[config.mk]
export PLATFORM = sky130hd
export DESIGN_NAME = clkcfg_i2c_slave
export DESIGN_NICKNAME = d
export VERILOG_FILES = /design/src/rtl/clkcfg_pkg.sv /design/src/rtl/clkcfg_pin_sync.sv /design/src/rtl/clkcfg_i2c_engine.sv /design/src/rtl/clkcfg_regbank.sv /design/src/rtl/clkcfg_i2c_slave.sv
export SDC_FILE = /design/constraint.sdc
export NUM_CORES = 1
export LEC_CHECK = 0
export BUFFER_PORTS_ARGS = -buffer_cell sky130_fd_sc_hd__buf_2
export CORE_MARGIN = 5
export CORE_UTILIZATION = 44
export CTS_BUF_LIST = sky130_fd_sc_hd__clkbuf_4 sky130_fd_sc_hd__clkbuf_8 sky130_fd_sc_hd__clkbuf_16
export DETAILED_ROUTE_END_ITERATION = 7
export GPL_TIMING_DRIVEN = 0
export PLACE_DENSITY = 0.7
export SYNTH_ARGS = -nofsm -noshare
export SYNTH_HDL_FRONTEND = slang
export SYNTH_SLANG_ARGS = --single-unit
[constraint.sdc]
create_clock -name clk_i -period 3.8 [get_ports clk_i]
set_clock_uncertainty 0.1 [all_clocks]
set_input_delay 1.14 -clock clk_i [delete_from_list [all_inputs] [get_ports clk_i]]
set_output_delay 1.14 -clock clk_i [all_outputs]
set_load 0.03 [all_outputs]
[src/rtl/clkcfg_pkg.sv]
package clkcfg_pkg;

    // Number of frequency-select straps; the select code is one bit wider.
    localparam int unsigned FS_W = 4;

    typedef enum logic [2:0] {
        PH_IDLE,
        PH_ADDR,
        PH_ADDR_ACK,
        PH_RX,
        PH_RX_ACK,
        PH_TX,
        PH_TX_ACK
    } phase_e;

endpackage

[src/rtl/clkcfg_pin_sync.sv]
module clkcfg_pin_sync #(
    parameter int unsigned STAGES = 2
) (
    input  logic clk_i,
    input  logic rst_ni,
    input  logic scl_i,
    input  logic sda_i,
    output logic scl_lvl_o,
    output logic sda_lvl_o,
    output logic scl_rise_o,
    output logic scl_fall_o,
    output logic start_o,
    output logic stop_o
);
    typedef struct packed {
        logic [STAGES-1:0] scl_sh;
        logic [STAGES-1:0] sda_sh;
        logic              scl_prev;
        logic              sda_prev;
    } sync_t;

    sync_t q, d;

    always_comb begin
        d          = q;
        d.scl_sh   = {q.scl_sh[STAGES-2:0], scl_i};
        d.sda_sh   = {q.sda_sh[STAGES-2:0], sda_i};
        d.scl_prev = q.scl_sh[STAGES-1];
        d.sda_prev = q.sda_sh[STAGES-1];
    end

    always_ff @(posedge clk_i or negedge rst_ni) begin
        if (!rst_ni) q <= '1;
        else         q <= d;
    end

    assign scl_lvl_o  = q.scl_sh[STAGES-1];
    assign sda_lvl_o  = q.sda_sh[STAGES-1];
    assign scl_rise_o = scl_lvl_o & ~q.scl_prev;
    assign scl_fall_o = ~scl_lvl_o & q.scl_prev;
    assign start_o    = scl_lvl_o & q.scl_prev & q.sda_prev & ~sda_lvl_o;
    assign stop_o     = scl_lvl_o & q.scl_prev & ~q.sda_prev & sda_lvl_o;

    // start and stop are exclusive, and neither coincides with an SCL edge
    a_r2_cond_exclusive: assert property (@(posedge clk_i) disable iff (!rst_ni)
        $countones({start_o, stop_o, scl_rise_o, scl_fall_o}) <= 1);

endmodule

[src/rtl/clkcfg_i2c_engine.sv]
module clkcfg_i2c_engine
    import clkcfg_pkg::*;
#(
    parameter int unsigned NUM_BYTES = 6,
    parameter logic [7:0]  DEV_ADDR  = 8'hD2
) (
    input  logic                         clk_i,
    input  logic                         rst_ni,
    input  logic                         scl_lvl_i,
    input  logic                         sda_i,
    input  logic                         scl_rise_i,
    input  logic                         scl_fall_i,
    input  logic                         start_i,
    input  logic                         stop_i,
    input  logic [NUM_BYTES*8-1:0]       cfg_i,
    output logic                         sda_oe_o,
    output logic                         wr_en_o,
    output logic [$clog2(NUM_BYTES)-1:0] wr_idx_o,
    output logic [7:0]                   wr_data_o
);
    localparam int unsigned IDX_W  = $clog2(NUM_BYTES + 3);
    localparam int unsigned BIDX_W = $clog2(NUM_BYTES);
    localparam int          HDR_WR = 2;  // command code + byte count
    localparam int          HDR_RD = 1;  // byte count
    localparam logic [IDX_W-1:0] IDX_MAX = '1;

    typedef struct packed {
        phase_e           st;
        logic [3:0]       bitcnt;
        logic [7:0]       sh;
        logic             rw;
        logic [IDX_W-1:0] idx;
        logic             sda_oe;
        logic             ack_ok;
    } eng_t;

    eng_t q, d;
    logic [IDX_W-1:0] idx_inc;
    logic             data_slot;
    logic [7:0]       nxt;

    function automatic logic [7:0] tx_pick(input logic [IDX_W-1:0] i);
        if (i == '0) return 8'(NUM_BYTES);
        if (int'(i) - HDR_RD < int'(NUM_BYTES)) return cfg_i[(int'(i) - HDR_RD)*8 +: 8];
        return 8'hFF;
    endfunction

    assign idx_inc   = (q.idx == IDX_MAX) ? q.idx : q.idx + 1'b1;
    assign data_slot = (int'(q.idx) >= HDR_WR) && (int'(q.idx) - HDR_WR < int'(NUM_BYTES));

    always_comb begin
        d         = q;
        wr_en_o   = 1'b0;
        wr_idx_o  = '0;
        wr_data_o = q.sh;
        nxt       = 8'h00;
        if (start_i) begin
            d.st     = PH_ADDR;
            d.bitcnt = '0;
            d.idx    = '0;
            d.sda_oe = 1'b0;
        end else if (stop_i) begin
            d.st     = PH_IDLE;
            d.sda_oe = 1'b0;
        end else begin
            unique case (q.st)
                PH_ADDR, PH_RX: begin
                    if (scl_rise_i && q.bitcnt != 4'd8) begin
                        d.sh     = {q.sh[6:0], sda_i};
                        d.bitcnt = q.bitcnt + 4'd1;
                    end else if (scl_fall_i && q.bitcnt == 4'd8) begin
                        d.bitcnt = '0;
                        if (q.st == PH_ADDR) begin
                            if (q.sh[7:1] == DEV_ADDR[7:1]) begin
                                d.rw     = q.sh[0];
                                d.st     = PH_ADDR_ACK;
                                d.sda_oe = 1'b1;
                            end else begin
                                d.st = PH_IDLE;
                            end
                        end else begin
                            d.st     = PH_RX_ACK;
                            d.sda_oe = 1'b1;
                            if (data_slot) begin
                                wr_en_o  = 1'b1;
                                wr_idx_o = BIDX_W'(int'(q.idx) - HDR_WR);
                            end
                        end
                    end
                end
                PH_ADDR_ACK: begin
                    if (scl_fall_i) begin
                        d.idx = '0;
                        if (q.rw) begin
                            nxt      = tx_pick('0);
                            d.sh     = nxt;
                            d.sda_oe = ~nxt[7];
                            d.st     = PH_TX;
                        end else begin
                            d.sda_oe = 1'b0;
                            d.st     = PH_RX;
                        end
                    end
                end
                PH_RX_ACK: begin
                    if (scl_fall_i) begin
                        d.sda_oe = 1'b0;
                        d.idx    = idx_inc;
                        d.st     = PH_RX;
                    end
                end
                PH_TX: begin
                    if (scl_fall_i) begin
                        if (q.bitcnt == 4'd7) begin
                            d.bitcnt = '0;
                            d.sda_oe = 1'b0;
                            d.ack_ok = 1'b0;
                            d.st     = PH_TX_ACK;
                        end else begin
                            d.bitcnt = q.bitcnt + 4'd1;
                            d.sh     = {q.sh[6:0], 1'b1};
                            d.sda_oe = ~q.sh[6];
                        end
                    end
                end
                PH_TX_ACK: begin
                    if (scl_rise_i) begin
                        d.ack_ok = ~sda_i;
                    end else if (scl_fall_i) begin
                        if (q.ack_ok) begin
                            d.idx    = idx_inc;
                            nxt      = tx_pick(idx_inc);
                            d.sh     = nxt;
                            d.sda_oe = ~nxt[7];
                            d.st     = PH_TX;
                        end else begin
                            d.st = PH_IDLE;
                        end
                    end
                end
                default: ;
            endcase
        end
    end

    always_ff @(posedge clk_i or negedge rst_ni) begin
        if (!rst_ni) q <= '{st: PH_IDLE, default: '0};
        else         q <= d;
    end

    assign sda_oe_o = q.sda_oe;

    // never pull SDA while not addressed
    a_r2_quiet_when_idle: assert property (@(posedge clk_i) disable iff (!rst_ni)
        (q.st == PH_IDLE) |-> !sda_oe_o);
    // SDA drive changes only while SCL is low, or on a start/stop
    a_r2_sda_moves_scl_low: assert property (@(posedge clk_i) disable iff (!rst_ni)
        (sda_oe_o != $past(sda_oe_o)) |-> (!$past(scl_lvl_i) || $past(stop_i) || $past(start_i)));
    // a stop releases the bus
    a_r10_release_on_stop: assert property (@(posedge clk_i) disable iff (!rst_ni)
        stop_i |=> !sda_oe_o);
    // no write strobe outside the register range
    a_r5_write_in_range: assert property (@(posedge clk_i) disable iff (!rst_ni)
        wr_en_o |-> (int'(wr_idx_o) < int'(NUM_BYTES)));

endmodule

[src/rtl/clkcfg_regbank.sv]
module clkcfg_regbank
    import clkcfg_pkg::*;
#(
    parameter int unsigned NUM_BYTES = 6
) (
    input  logic                         clk_i,
    input  logic                         rst_ni,
    input  logic                         wr_en_i,
    input  logic [$clog2(NUM_BYTES)-1:0] wr_idx_i,
    input  logic [7:0]                   wr_data_i,
    input  logic [FS_W-1:0]              strap_i,
    output logic [NUM_BYTES*8-1:0]       cfg_o,
    output logic [FS_W:0]                fsel_o,
    output logic                         spread_en_o,
    output logic                         hiz_o
);
    localparam int unsigned STATUS_IDX = NUM_BYTES - 1;
    localparam int unsigned SEL_BIT    = 3;
    localparam int unsigned HI_BIT     = 2;
    localparam int unsigned SS_BIT     = 1;
    localparam int unsigned HIZ_BIT    = 0;
    localparam logic [NUM_BYTES-2:0][7:0] RST_REGS = {{(NUM_BYTES-2){8'hFF}}, 8'h00};

    typedef struct packed {
        logic [NUM_BYTES-2:0][7:0] regs;
        logic [7-FS_W:0]           st_hi;
        logic [FS_W-1:0]           strap;
        logic                      done;
    } bank_t;

    bank_t q, d;
    logic [7:0] byte0;

    always_comb begin
        d = q;
        if (!q.done) begin
            d.strap = strap_i;
            d.done  = 1'b1;
        end
        if (wr_en_i) begin
            if (int'(wr_idx_i) == int'(STATUS_IDX)) d.st_hi = wr_data_i[7:FS_W];
            else                                    d.regs[wr_idx_i] = wr_data_i;
        end
    end

    always_ff @(posedge clk_i or negedge rst_ni) begin
        if (!rst_ni) q <= '{regs: RST_REGS, st_hi: '1, strap: '0, done: 1'b0};
        else         q <= d;
    end

    for (genvar b = 0; b < int'(NUM_BYTES) - 1; b++) begin : g_view
        assign cfg_o[b*8 +: 8] = q.regs[b];
    end
    assign cfg_o[STATUS_IDX*8 +: 8] = {q.st_hi, ~q.strap};

    assign byte0       = q.regs[0];
    assign fsel_o      = byte0[SEL_BIT] ? {byte0[HI_BIT], byte0[7:4]} : {1'b0, q.strap};
    assign spread_en_o = byte0[SS_BIT];
    assign hiz_o       = byte0[HIZ_BIT];

    // straps captured once and then frozen
    a_r11_strap_held: assert property (@(posedge clk_i) disable iff (!rst_ni)
        q.done |=> (q.done && $stable(q.strap)));
    // a write to the status byte leaves its read-only bits alone
    a_r9_status_ro: assert property (@(posedge clk_i) disable iff (!rst_ni)
        (q.done && wr_en_i && int'(wr_idx_i) == int'(STATUS_IDX))
            |=> $stable(cfg_o[STATUS_IDX*8 +: FS_W]));

endmodule

[src/rtl/clkcfg_i2c_slave.sv]
module clkcfg_i2c_slave
    import clkcfg_pkg::*;
#(
    parameter int unsigned NUM_BYTES   = 6,
    parameter logic [7:0]  DEV_ADDR    = 8'hD2,
    parameter int unsigned SYNC_STAGES = 2
) (
    input  logic                   clk_i,
    input  logic                   rst_ni,
    input  logic                   scl_i,
    input  logic                   sda_i,
    output logic                   sda_oe_o,
    input  logic [FS_W-1:0]        strap_fs_i,
    output logic [NUM_BYTES*8-1:0] cfg_o,
    output logic [FS_W:0]          fsel_o,
    output logic                   spread_en_o,
    output logic                   outputs_hiz_o
);
    localparam int unsigned BIDX_W = $clog2(NUM_BYTES);

    logic scl_lvl, sda_lvl, scl_rise, scl_fall, start, stop;
    logic wr_en;
    logic [BIDX_W-1:0] wr_idx;
    logic [7:0] wr_data;

    clkcfg_pin_sync #(.STAGES(SYNC_STAGES)) u_sync (
        .clk_i      (clk_i),
        .rst_ni     (rst_ni),
        .scl_i      (scl_i),
        .sda_i      (sda_i),
        .scl_lvl_o  (scl_lvl),
        .sda_lvl_o  (sda_lvl),
        .scl_rise_o (scl_rise),
        .scl_fall_o (scl_fall),
        .start_o    (start),
        .stop_o     (stop)
    );

    clkcfg_i2c_engine #(.NUM_BYTES(NUM_BYTES), .DEV_ADDR(DEV_ADDR)) u_engine (
        .clk_i      (clk_i),
        .rst_ni     (rst_ni),
        .scl_lvl_i  (scl_lvl),
        .sda_i      (sda_lvl),
        .scl_rise_i (scl_rise),
        .scl_fall_i (scl_fall),
        .start_i    (start),
        .stop_i     (stop),
        .cfg_i      (cfg_o),
        .sda_oe_o   (sda_oe_o),
        .wr_en_o    (wr_en),
        .wr_idx_o   (wr_idx),
        .wr_data_o  (wr_data)
    );

    clkcfg_regbank #(.NUM_BYTES(NUM_BYTES)) u_bank (
        .clk_i       (clk_i),
        .rst_ni      (rst_ni),
        .wr_en_i     (wr_en),
        .wr_idx_i    (wr_idx),
        .wr_data_i   (wr_data),
        .strap_i     (strap_fs_i),
        .cfg_o       (cfg_o),
        .fsel_o      (fsel_o),
        .spread_en_o (spread_en_o),
        .hiz_o       (outputs_hiz_o)
    );

endmodule

==> results of run 1 <==
==> per-layer routing <==
metal	part of all wire	wire, µm	track usage
met1	0.47	5300	0.255
met5	0	0	0
met2	0.48	5400	0.291
met3	0.031	347	0.0225
met4	0.022	247	0.0801
==> synthesized netlist by cell type (all sizes together), types with 8 or more instances <==
| cell type | instances |
|---|---|
| a21oi | 13 |
| nor2 | 20 |
| clkbuf | 12 |
| nand2 | 34 |
| mux2 | 48 |
| dfstp | 42 |
| mux4 | 8 |
| buf | 53 |
| inv | 17 |
| o21ai | 26 |
| ha | 9 |
| nand3 | 17 |
| dfrtp | 35 |
==> power by group <==
part | total (mW) | leakage, nW | internal [mW] | switching [mW]
Combinational | 1.12 | 1.54 | 0.424 | 0.699
Clock | 0.577 | 0.0931 | 0.263 | 0.314
Sequential | 1.04 | 0.896 | 0.909 | 0.131
==> area by class of cell <==
type,count,area (µm²),area share
plain buffers,65,435,0.0800
clock buffers,11,145,0.0267
clock inverters,5,35.0,0.00644
inverters,17,63.8,0.0117
multi-input cells,281,2220,0.409
flip-flops and latches,77,1980,0.364
well taps,136,170,0.0313
repair buffers,68,388,0.0713
==> flip-flops by register name (all words and copies together), names as in the netlist <==
signal              count
u_engine.sda_oe_o       1
u_bank.byte0            8
u_sync.q                2
u_sync.d                2
u_engine.wr_data_o      8
u_engine.q             13
u_sync.scl_lvl_o        1
u_bank.q                5
u_sync.sda_lvl_o        1
u_bank.cfg_o           36
==> worst paths after layout <==
path | to | slack, ns | depth (start not counted)
worst max-delay path | u_engine.wr_data_o[7] | 0.21 | 14
worst min-delay path | u_sync.sda_lvl_o | 0.26 | 0
worst max register to register | u_engine.wr_data_o[7] | 0.21 | 14
worst min register to register | u_sync.sda_lvl_o | 0.26 | 0
max in group asynchronous | u_bank.cfg_o[18] | 2.48 | 2
min in group asynchronous | u_engine.q[17] | 0.51 | 1
==> timing repair <==
item | 4_1_cts | 5_1_grt
setup endpoints to repair | 10 | 32
hold endpoints to repair | 0 | 0
gates resized for setup | 7 | 5
pin swaps | 1 | 2
setup buffers | 1 | 3
cloned | 0 | 0
==> cells by family after synthesis <==
logic type,after synthesis
simple gates,117
compound gates,91
buf+inv,82
flops,77
mux,60
fa+ha+maj,9
xor+xnor,3
other cells,1
==> flow_metrics.env, run 1 <==
export IMPL_synth_compound_area_share=0.134
export IMPL_cts_root_buf="clkbuf_8"
export IMPL_ys_warnings_count=0
export IMPL_synth_top_family_by_area="multiplexers"
export IMPL_worstPathArrival_ns=3.81
export IMPL_power_density_nw_per_um2=504
export IMPL_grt_pass1_vias=3642
export IMPL_cp_num_buf_inv=3
export IMPL_synth_top_area_share=0.237
export IMPL_crit_path_end_kind="flip-flop"
export IMPL_numCtsBuffers=9
export IMPL_fin_crit_sh=0.946
export IMPL_synth_edff_count=0
export IMPL_hold_viol_final=0
export IMPL_synth_mux_area_frac=0.166
export IMPL_max_stage_delay_ns=0.48
export IMPL_cts_max_level=3
export IMPL_setup_viol=0
export IMPL_fillerInstances=918
export IMPL_peakVddDrop_mv=0.276
export IMPL_rows=37
export IMPL_hold_class="flip-flop to flip-flop"
export IMPL_start_util=0.451
export IMPL_final_setup_tns_ns=0
export IMPL_cp_slowest_cell="or3b_2"
export IMPL_worstSetupStartpoint="u_engine.q[3]"
export IMPL_place_hpwl_um=8310
export IMPL_finalNonFillerCells=660
export IMPL_num_antenna_cells=0
export IMPL_path_max_fanout=10
export IMPL_path_class="flip-flop to flip-flop"
export IMPL_rsz0062_at_grt="no"
export IMPL_final_core_util=0.527
export IMPL_synth_area_top_cells="dfstp_2 (24%), dfrtp_1 (19%), mux2_2 (10%)"
export IMPL_holdWs_ns=0.257
export IMPL_routedWlPerCell_um=17.1
export IMPL_synth_simple_area_share=0.139
export IMPL_syn_area_um2=4660
export IMPL_area_growth_pct=16.8
export IMPL_clockBufferDepth=2
export IMPL_overflow=0
export IMPL_fmax_ghz=0.278
export IMPL_drt_iter0_drc=233
export IMPL_vias=3632
export IMPL_final_common_cell="buf_2"
export IMPL_max_cap_viol_count=0
export IMPL_final_cell_mix="buf_2 (67), buf_4 (49), mux2_2 (43)"
export IMPL_min_delay_start="u_sync.d[3]"
export IMPL_fin_nets=536
export IMPL_slew_headroom=0.367
export IMPL_synth_distinct_cells=69
export IMPL_finalPower_mw=2.74
export IMPL_ys_async_sr_fraction=1.00
export IMPL_ys_seq_area_frac=0.425
export IMPL_portBuffers=63
export IMPL_grt_antenna_before_repair=0
export IMPL_die_width_um=113
export IMPL_yosys_area_share_xor_xnor=0.00564
export IMPL_required_ns=4.02
export IMPL_fp_coreArea_um2=10300
export IMPL_grt_usage=0.184
export IMPL_dr_pass1_iters=5
export IMPL_startpoint_type="flip-flop"
export IMPL_rr_startpoint="u_engine.q[3]"
export IMPL_syn_area_per_cell_um2=10.6
export IMPL_grt_max_degree=69
export IMPL_clkTransAtPathRegs_ns=0.08
export IMPL_die_area_um2=12700
export IMPL_postRouteAntennaNets=0
export IMPL_synth_seq_cells=77
export IMPL_gp_congestion=0.907
export IMPL_synthCells=440
export IMPL_die_y_um=113
export IMPL_grt_pass1_wl_um=18800
export IMPL_num_io_pins=64
export IMPL_p_leak_nw=2.53
export IMPL_tritoncts="yes"
export IMPL_cts_sinks=77
export IMPL_synthAdderAreaFrac=0.0242
export IMPL_avgViaCountPerCell=5.50
export IMPL_dp_worst_setup_slack_ns=-0.766
export IMPL_setup_ws_ns=0.207
export IMPL_wirelength_um=11300
export IMPL_cts_hold_buffers_added=0
export IMPL_drcViolationCount=0
export IMPL_path_cells="ha_2 > nand3_2 > xnor2_4 > buf_4 > clkbuf_4 > inv_1 > ha_1 > or3b_2 > o211ai_1 > nand3_1 > o2bb2ai_1 > o21ai_0 > a21oi_1 > o22a_1"
export IMPL_drv_slew=0
export IMPL_tightest_slew_ns=0.946
export IMPL_place_area_um2=5170
export IMPL_status="completed"
export IMPL_insertion_delay_ns=0.36
export IMPL_stdcell_area_um2=5440
export IMPL_synth_nets=457
export IMPL_fin_crit_ns=3.59
export IMPL_drive_above_1_share=0.471
export IMPL_synth_flop_cell="dfstp_2"
export IMPL_dp_cells=640
export IMPL_post_synth_top_area_cell="dfstp_2"
export IMPL_cp_top_family="simple AND/OR/NAND/NOR gates"
Note: power is estimated with default switching activity, not from simulation.
==> run 2, diff against run 1 <==
==> constraint.sdc (replaced) <==
create_clock -name clk_i -period 3.8 [get_ports clk_i]
set_clock_uncertainty 0.1 [all_clocks]
set_input_delay 0.19 -clock clk_i [delete_from_list [all_inputs] [get_ports clk_i]]
set_output_delay 0.19 -clock clk_i [all_outputs]
set_load 0.03 [all_outputs]
==> flow_metrics.env, run 2 (synthesis gave the netlist of run 1 again) <==
export IMPL_seqPwrFrac=0.378
export IMPL_numCtsBuffers=9
export IMPL_p_clk_frac=0.210
export IMPL_grt_max_degree=69
export IMPL_place_hpwl_um=8310
export IMPL_grt_usage=0.185
export IMPL_final_common_cell="buf_2"
export IMPL_setup_viol=0
export IMPL_tritoncts="yes"
export IMPL_clockBufferDepth=2
export IMPL_insertion_delay_ns=0.37
export IMPL_peakVddDrop_mv=0.277
export IMPL_place_area_um2=5170
export IMPL_path_cells="ha_2 > nand3_2 > xnor2_4 > buf_4 > clkbuf_4 > inv_1 > ha_1 > or3b_2 > o211ai_1 > nand3_1 > o2bb2ai_1 > o21ai_0 > a21oi_1 > o22a_1"
export IMPL_pwr_share_comb=0.412
export IMPL_path_class="flip-flop to flip-flop"
export IMPL_max_cap_viol_count=0
export IMPL_cts_max_level=3
export IMPL_final_cell_mix="buf_2 (67), buf_4 (49), mux2_2 (43)"
export IMPL_die_y_um=113
export IMPL_status="completed"
export IMPL_path_max_fanout=10
export IMPL_cp_num_buf_inv=3
export IMPL_hold_class="primary input to async pin"
export IMPL_worstPathArrival_ns=3.83
export IMPL_grt_pass1_wl_um=18900
export IMPL_power_switching_mw=1.15
export IMPL_dr_pass1_iters=4
export IMPL_die_area_um2=12700
export IMPL_rows=37
export IMPL_drcViolationCount=0
export IMPL_clkTransAtPathRegs_ns=0.09
export IMPL_ff2ff_path_depth=14
export IMPL_drv_slew=0
export IMPL_grt_antenna_before_repair=0
export IMPL_r2r_slack_ns=0.19
export IMPL_tightest_slew_ns=0.952
export IMPL_cts_sinks=77
export IMPL_internal_power_mw=1.60
export IMPL_num_antenna_cells=0
export IMPL_routedWlPerCell_um=17.1
export IMPL_vias=3676
export IMPL_fmax_ghz=0.277
export IMPL_hold_viol_final=0
export IMPL_power_density_nw_per_um2=500
export IMPL_crit_path_end_kind="flip-flop"
export IMPL_num_io_pins=64
export IMPL_wirelength_um=11400
export IMPL_final_setup_tns_ns=0
export IMPL_largest_reg_flops=36
export IMPL_rsz0062_at_grt="no"
export IMPL_p_leak_nw=2.56
export IMPL_drive_above_1_share=0.465
export IMPL_postRouteAntennaNets=0
export IMPL_netSwitchingFraction=0.418
export IMPL_fin_crit_sh=0.951
export IMPL_gp_congestion=0.907
export IMPL_rr_startpoint="u_engine.q[3]"
export IMPL_avgViaCountPerCell=5.51
export IMPL_fin_nets=543
export IMPL_fin_crit_ns=3.61
export IMPL_cp_slowest_cell="or3b_2"
export IMPL_grt_pass1_vias=3655
export IMPL_startpoint_type="flip-flop"
export IMPL_max_stage_delay_ns=0.48
export IMPL_area_growth_pct=18.3
export IMPL_start_util=0.451
export IMPL_required_ns=4.02
export IMPL_die_width_um=113
export IMPL_finalPower_mw=2.75
export IMPL_stdcell_area_um2=5510
export IMPL_overflow=0
export IMPL_cp_top_family="simple AND/OR/NAND/NOR gates"
export IMPL_fp_coreArea_um2=10300
export IMPL_worstReg2RegEnd="u_engine.wr_data_o[7]"
export IMPL_drt_iter0_drc=226
export IMPL_slew_headroom=0.363
export IMPL_portBuffers=63
export IMPL_cts_root_buf="clkbuf_8"
==> run 2: what timing repair did <==
item | in CTS | in global routing
hold buffers | 7 | 0
endpoints found under the setup margin | 10 | 32
hold endpoints to repair | 41 | 0
pin swaps | 1 | 2
resized for setup | 7 | 5
buffers inserted | 1 | 3
==> run 2: worst max path at each step <==
stage	to	cells after the start	start
after global placement	u_engine.wr_data_o[7]	13	u_engine.q[3]
after floorplan	u_engine.wr_data_o[4]	11	u_engine.q[3]
after detailed placement	u_engine.wr_data_o[7]	13	u_engine.q[3]
final	u_engine.wr_data_o[7]	14	u_engine.q[3]
after CTS	u_bank.cfg_o[17]	10	u_engine.q[4]
after global routing	u_engine.wr_data_o[7]	14	u_engine.q[3]
==> run 2: worst reg2reg max path: cells and delay by family, from the launching register on <==
family | cells | cell delay (ns)
AOI/OAI and AO/OA | 5 | 0.83
xor gates and xnor gates | 1 | 0.21
adders and majority gates | 2 | 0.55
buffers and inverters | 3 | 0.58
DFF | 1 | 0.42
and+or+nand+nor | 3 | 0.87
==> run 2: power groups by stage <==
stage	Clock, mW	Combinational (mW)	Sequential, mW
2_1_floorplan	0	0.786	1.01
3_3_place_gp	0	1.04	1.04
3_5_place_dp	0	1.07	1.05
4_1_cts	0.588	1.11	1.04
5_1_grt	0.622	1.24	1.06
6_report	0.578	1.13	1.04
==> run 2: final cells by class <==
class	instances	area [µm²]
inverters	17	63.8
clock buffers	11	145
flip-flops and latches	77	1980
repair buffers	75	458
fillers	912	4810
clock inverters	5	35.0
plain buffers	65	435
multi-input cells	281	2220
well taps	136	170
==> run 2: per-stage QoR <==
step / util / std cells / hold slack (ns) / setup WS (ns)
floorplan: - / 440 / -0.206 / 0.392
global placement: 0.498 / 639 / 0.196 / -0.649
detailed placement: 0.501 / 640 / -0.0536 / -0.766
CTS: 0.529 / 664 / 0.0973 / 0.0723
global route: 0.534 / 667 / 0.122 / 0.00766
finish: 0.534 / 667 / 0.113 / 0.187
==> run 2: per-layer routing <==
layer	up-vias	GRT usage	wire length, µm
met3	21	0.0219	428
li1	1723	-	-
met5	-	0	0
met2	96	0.293	5420
met4	0	0.0801	275
met1	1836	0.256	5290
